<file path="src/rtl/txn_track_table.sv">
module txn_track_table #(
  parameter int TAG_W   = 3,
  parameter int ADDR_W  = 16,
  parameter int ORIG_W  = 4,
  parameter int STATE_W = 2
) (
  input  logic                   clk,
  input  logic                   rst_n,
  input  logic                   breq_valid,
  input  logic [TAG_W-1:0]       breq_tag,
  input  logic [ADDR_W-1:0]      breq_addr,
  input  logic [1:0]             breq_cmd,
  input  logic [ORIG_W-1:0]      breq_orig,
  input  logic                   breq_mine,
  output logic                   breq_nack,
  output logic                   alloc_err,
  input  logic                   snp_valid,
  input  logic [TAG_W-1:0]       snp_tag,
  input  logic [STATE_W-1:0]     snp_state,
  input  logic                   rsp_valid,
  input  logic [TAG_W-1:0]       rsp_tag,
  input  logic                   pq_valid,
  input  logic [ADDR_W-1:0]      pq_addr,
  input  logic                   pq_read,
  output logic                   pq_hit,
  output logic [TAG_W-1:0]       pq_hit_tag,
  output logic                   pq_merge,
  output logic                   pq_block,
  input  logic [TAG_W-1:0]       rd_tag,
  output logic                   rd_valid,
  output logic [ADDR_W-1:0]      rd_addr,
  output logic [1:0]             rd_cmd,
  output logic [ORIG_W-1:0]      rd_orig,
  output logic                   rd_mine,
  output logic [STATE_W-1:0]     rd_state,
  output logic                   rd_known,
  output logic [(1<<TAG_W)-1:0]  busy_mask
);
  localparam int ENTRIES = 1 << TAG_W;
  localparam logic [1:0] CMD_READ = 2'd0;

  logic [ENTRIES-1:0] vld, known, mine;
  logic [ADDR_W-1:0]  addr  [ENTRIES];
  logic [1:0]         cmd   [ENTRIES];
  logic [ORIG_W-1:0]  orig  [ENTRIES];
  logic [STATE_W-1:0] state [ENTRIES];

  logic [ENTRIES-1:0] bus_match, pq_match;

  genvar g;
  generate
    for (g = 0; g < ENTRIES; g++) begin : g_cmp
      assign bus_match[g] = vld[g] && (addr[g] == breq_addr);
      assign pq_match[g]  = vld[g] && (addr[g] == pq_addr);
    end
  endgenerate

  logic             accept, free_same;
  logic [TAG_W-1:0] hit_idx;

  assign breq_nack = breq_valid && |bus_match;
  assign accept    = breq_valid && !breq_nack;
  assign free_same = rsp_valid && (rsp_tag == breq_tag);
  assign alloc_err = accept && vld[breq_tag] && !free_same;

  always_comb begin
    hit_idx = '0;
    for (int i = 0; i < ENTRIES; i++)
      if (pq_match[i]) hit_idx = hit_idx | TAG_W'(i);
  end

  assign pq_hit     = pq_valid && |pq_match;
  assign pq_hit_tag = hit_idx;
  assign pq_merge   = pq_hit && pq_read && (cmd[hit_idx] == CMD_READ);
  assign pq_block   = pq_hit && !pq_merge;

  assign rd_valid  = vld[rd_tag];
  assign rd_addr   = addr[rd_tag];
  assign rd_cmd    = cmd[rd_tag];
  assign rd_orig   = orig[rd_tag];
  assign rd_mine   = mine[rd_tag];
  assign rd_state  = state[rd_tag];
  assign rd_known  = known[rd_tag];
  assign busy_mask = vld;

  always_ff @(posedge clk) begin
    if (!rst_n) begin
      vld   <= '0;
      known <= '0;
      mine  <= '0;
      for (int i = 0; i < ENTRIES; i++) begin
        addr[i]  <= '0;
        cmd[i]   <= '0;
        orig[i]  <= '0;
        state[i] <= '0;
      end
    end else begin
      if (snp_valid && vld[snp_tag]) begin
        state[snp_tag] <= snp_state;
        known[snp_tag] <= 1'b1;
      end
      if (rsp_valid) begin
        vld[rsp_tag]   <= 1'b0;
        known[rsp_tag] <= 1'b0;
      end
      if (accept) begin
        vld[breq_tag]   <= 1'b1;
        known[breq_tag] <= 1'b0;
        addr[breq_tag]  <= breq_addr;
        cmd[breq_tag]   <= breq_cmd;
        orig[breq_tag]  <= breq_orig;
        mine[breq_tag]  <= breq_mine;
      end
    end
  end
endmodule

</file>
<file path="config.mk">
export PLATFORM = sky130hd
export DESIGN_NAME = txn_track_table
export DESIGN_NICKNAME = d
export VERILOG_FILES = /design/src/rtl/txn_track_table.sv
export SDC_FILE = /design/constraint.sdc
export NUM_CORES = 1
export LEC_CHECK = 0
export BUFFER_PORTS_ARGS = -buffer_cell sky130_fd_sc_hd__buf_2
export CAP_MARGIN = 5
export CORE_AREA = 5 5 155 157
export CTS_CLUSTER_SIZE = 8
export DETAILED_ROUTE_END_ITERATION = 8
export DIE_AREA = 0 0 160 162
export PLACE_DENSITY = 0.8
export SYNTH_ARGS = -nofsm -noshare
export SYNTH_HDL_FRONTEND = slang
export SYNTH_SLANG_ARGS = --single-unit
</file>
<file path="constraint.sdc">
create_clock -name clk -period 5.4 [get_ports clk]
set_clock_uncertainty 0.05 [all_clocks]
set_input_delay 1.35 -clock clk [delete_from_list [all_inputs] [get_ports clk]]
set_output_delay 1.35 -clock clk [all_outputs]
set_load 0.01 [all_outputs]
</file>
==> flow_metrics.env <==
export IMPL_status="finished, final reports clean"
export IMPL_synth_avg_cell_area_um2=12.2
export IMPL_synth_compound_area_share=0.0319
export IMPL_gp_congestion=0.981
export IMPL_drc=0
export IMPL_period_minus_slack_ns=5.28
export IMPL_max_cap_violations=0
export IMPL_clkTransAtPathRegs_ns=0.05
export IMPL_final_nets=1249
export IMPL_rsz0062_at_grt="false"
export IMPL_slew_viol_final=0
export IMPL_cts_tree="yes"
export IMPL_synth_top_family_by_area="XOR/XNOR gates"
export IMPL_max_vdd_ir_drop_mv=0.262
export IMPL_hold_path_class="flip-flop to flip-flop"
export IMPL_grt_start_max_net_pins=37
export IMPL_cp_start_kind="input port"
export IMPL_synth_flop_cell="edfxtp_1"
export IMPL_grt_pass1_vias=9848
export IMPL_tns_ns=0
export IMPL_wl_per_cell_um=27.7
export IMPL_grt_total_usage=0.320
export IMPL_initial_core_util=0.602
export IMPL_tightest_slew_ns=0.888
export IMPL_syn_area_um2=13500
export IMPL_final_core_util=0.671
export IMPL_finalHoldViolCount=0
export IMPL_vias=9456
export IMPL_slew_headroom=0.408
export IMPL_cts_sinks=216
export IMPL_synthArstFlopShare=0
export IMPL_syn_inst=1101
export IMPL_clock_latency_ns=0.57
export IMPL_arrival_ns=3.88
export IMPL_grt_overflow=0
export IMPL_synth_top_area_cell="edfxtp_1"
export IMPL_yosysSeqAreaShare=0.464
export IMPL_muxShareOfSynthArea=0.119
export IMPL_critPathCaptureType="output port"
export IMPL_antenna_found_initial=1
export IMPL_cp_required_ns=4.00
export IMPL_yosysWarnings=0
export IMPL_routed_wl_mm=41.6
export IMPL_final_cell_mix="xor2_1 (235), edfxtp_1 (192), and2_1 (177), buf_2 (101), mux4_2 (55)"
export IMPL_synth_seq_cells=216
export IMPL_dp_hpwl_mm=29.9
export IMPL_yosys_area_share_simple=0.166
export IMPL_core_area_um2=22400
export IMPL_synth_nets=1161
export IMPL_grt_pass1_wl_mm=62.4
export IMPL_worst_path_max_fanout=7
export IMPL_drive_gt1_frac=0.236
export IMPL_ctsHoldBuffers=0
export IMPL_via_per_inst=6.31
export IMPL_cts_root_buf="clkbuf_16"
export IMPL_synth_cell_types=59
export IMPL_power_density_nw_per_um2=299
export IMPL_cts_max_level=1
export IMPL_dr_pass1_iters=7
export IMPL_cts_buffers=31
export IMPL_worstSetupPathType="input port to output port"
export IMPL_p_leak_nw=5.70
export IMPL_synth_edf_count=192
export IMPL_drtIter0Drc=937
export IMPL_synth_top_area_frac=0.428
export IMPL_synth_area_leaders="edfxtp_1 (43%), xor2_1 (15%), mux4_2 (9.2%)"
export IMPL_boundaryPins=103
export IMPL_clockBufferDepth=3
export IMPL_post_cts_setup_buffers=0
export IMPL_portBuffers=102
export IMPL_rows=55
export IMPL_ant_nets=0
export IMPL_fp_dieH_um=162
export IMPL_fin_crit_sh=0.978
export IMPL_setup_viol=0
export IMPL_max_freq_ghz=0.189
export IMPL_synth_xor_area_share=0.168
export IMPL_synthAdderAreaFrac=0
export IMPL_final_common_cell="xor2_1"
export IMPL_area_delta_synth_final_pct=11.4
export IMPL_die_area_um2=25900
export IMPL_die_w_um=160
==> kinds of logic (layout without fill, tap and decap cells) <==
family / count (synthesis) / after routing
xor+xnor: 259 / 259
simple gates: 372 / 372
other cells: 0 / 1
mux: 88 / 88
flops: 216 / 216
compound gates: 54 / 54
buf+inv: 112 / 224
==> cell usage after synthesis (all sizes together) (11+ instances only) <==
cell type,n
xor2,235
edfxtp,192
and2,177
buf,59
mux4,55
nor4,48
nor2,42
clkbuf,34
mux2,28
nor3,25
dfxtp,24
nand4,24
xnor2,24
inv,18
nand2,18
o21ai,11
==> repair_timing <==
item | 4_1_cts | 5_1_grt
endpoints found under the hold margin | 0 | 0
endpoints found under the setup margin | 0 | 1
gates resized for setup | 0 | 1
==> worst max-delay path: stages <==
cell,delay (ns)
buf_2,0.13
buf_4,0.18
xnor2_1,0.29
nand4_1,0.23
nor4_1,0.47
a311o_1,0.29
buf_4,0.17
mux2i_1,0.26
a2bb2oi_2,0.10
a41oi_1,0.22
buf_2,0.18
==> layout make-up <==
type | instances | area [um^2]
Clock inverter | 2 | 26.3
Inverter | 19 | 71.3
Multi-Input combinational cell | 773 | 6550
Fill cell | 1633 | 7350
Tap cell | 285 | 357
Timing Repair Buffer | 148 | 883
Sequential cell | 216 | 6250
Antenna cell | 1 | 2.50
Clock buffer | 55 | 876
==> stage by stage <==
step | std cells | instance area [um^2] | power (mW) | setup slack, ns | hold slack [ns]
finish | 1499 | 15000 | 4.49 | 0.118 | 0.420
global route | 1499 | 15000 | 4.62 | 0.0144 | 0.436
CTS | 1498 | 15000 | 4.49 | 0.0837 | 0.418
detailed placement | 1441 | 14100 | 2.70 | 0.0891 | 0.412
global placement | 1441 | 14100 | 2.69 | 0.159 | 0.409
floorplan | 1101 | 13500 | 2.45 | 0.566 | 0.390
==> per-layer routing <==
layer | up-vias | part of all wire | global-route usage
li1 | 4109 | - | -
met1 | 4686 | 0.39 | 0.428
met4 | 0 | 0.043 | 0.117
met5 | - | 0 | 0
met2 | 542 | 0.47 | 0.518
met3 | 119 | 0.092 | 0.0726
==> worst paths after layout <==
check             slack [ns]  cells past startpoint         from         end
hold / removal          0.42                      2      mine[4]     mine[4]
setup / recovery        0.12                     11  pq_addr[10]    pq_block
hold reg to reg         0.42                      2      mine[4]     mine[4]
setup reg to reg        2.01                      8   addr[1][3]  addr[5][9]
==> power breakdown <==
group          internal (mW)  total [mW]  leakage [nW]  switching (mW)
clock network           1.08        1.81         0.431           0.721
logic                  0.271       0.644          3.21           0.373
registers               1.92        2.04          2.06           0.111
total                   3.28        4.49          5.70            1.21
==> sequential cells by signal, indices dropped and copies added (netlist names) <==
register	count
orig	32
cmd	16
state	16
known	8
addr	128
busy_mask	8
mine	8
(Power assumes the default switching activity.)
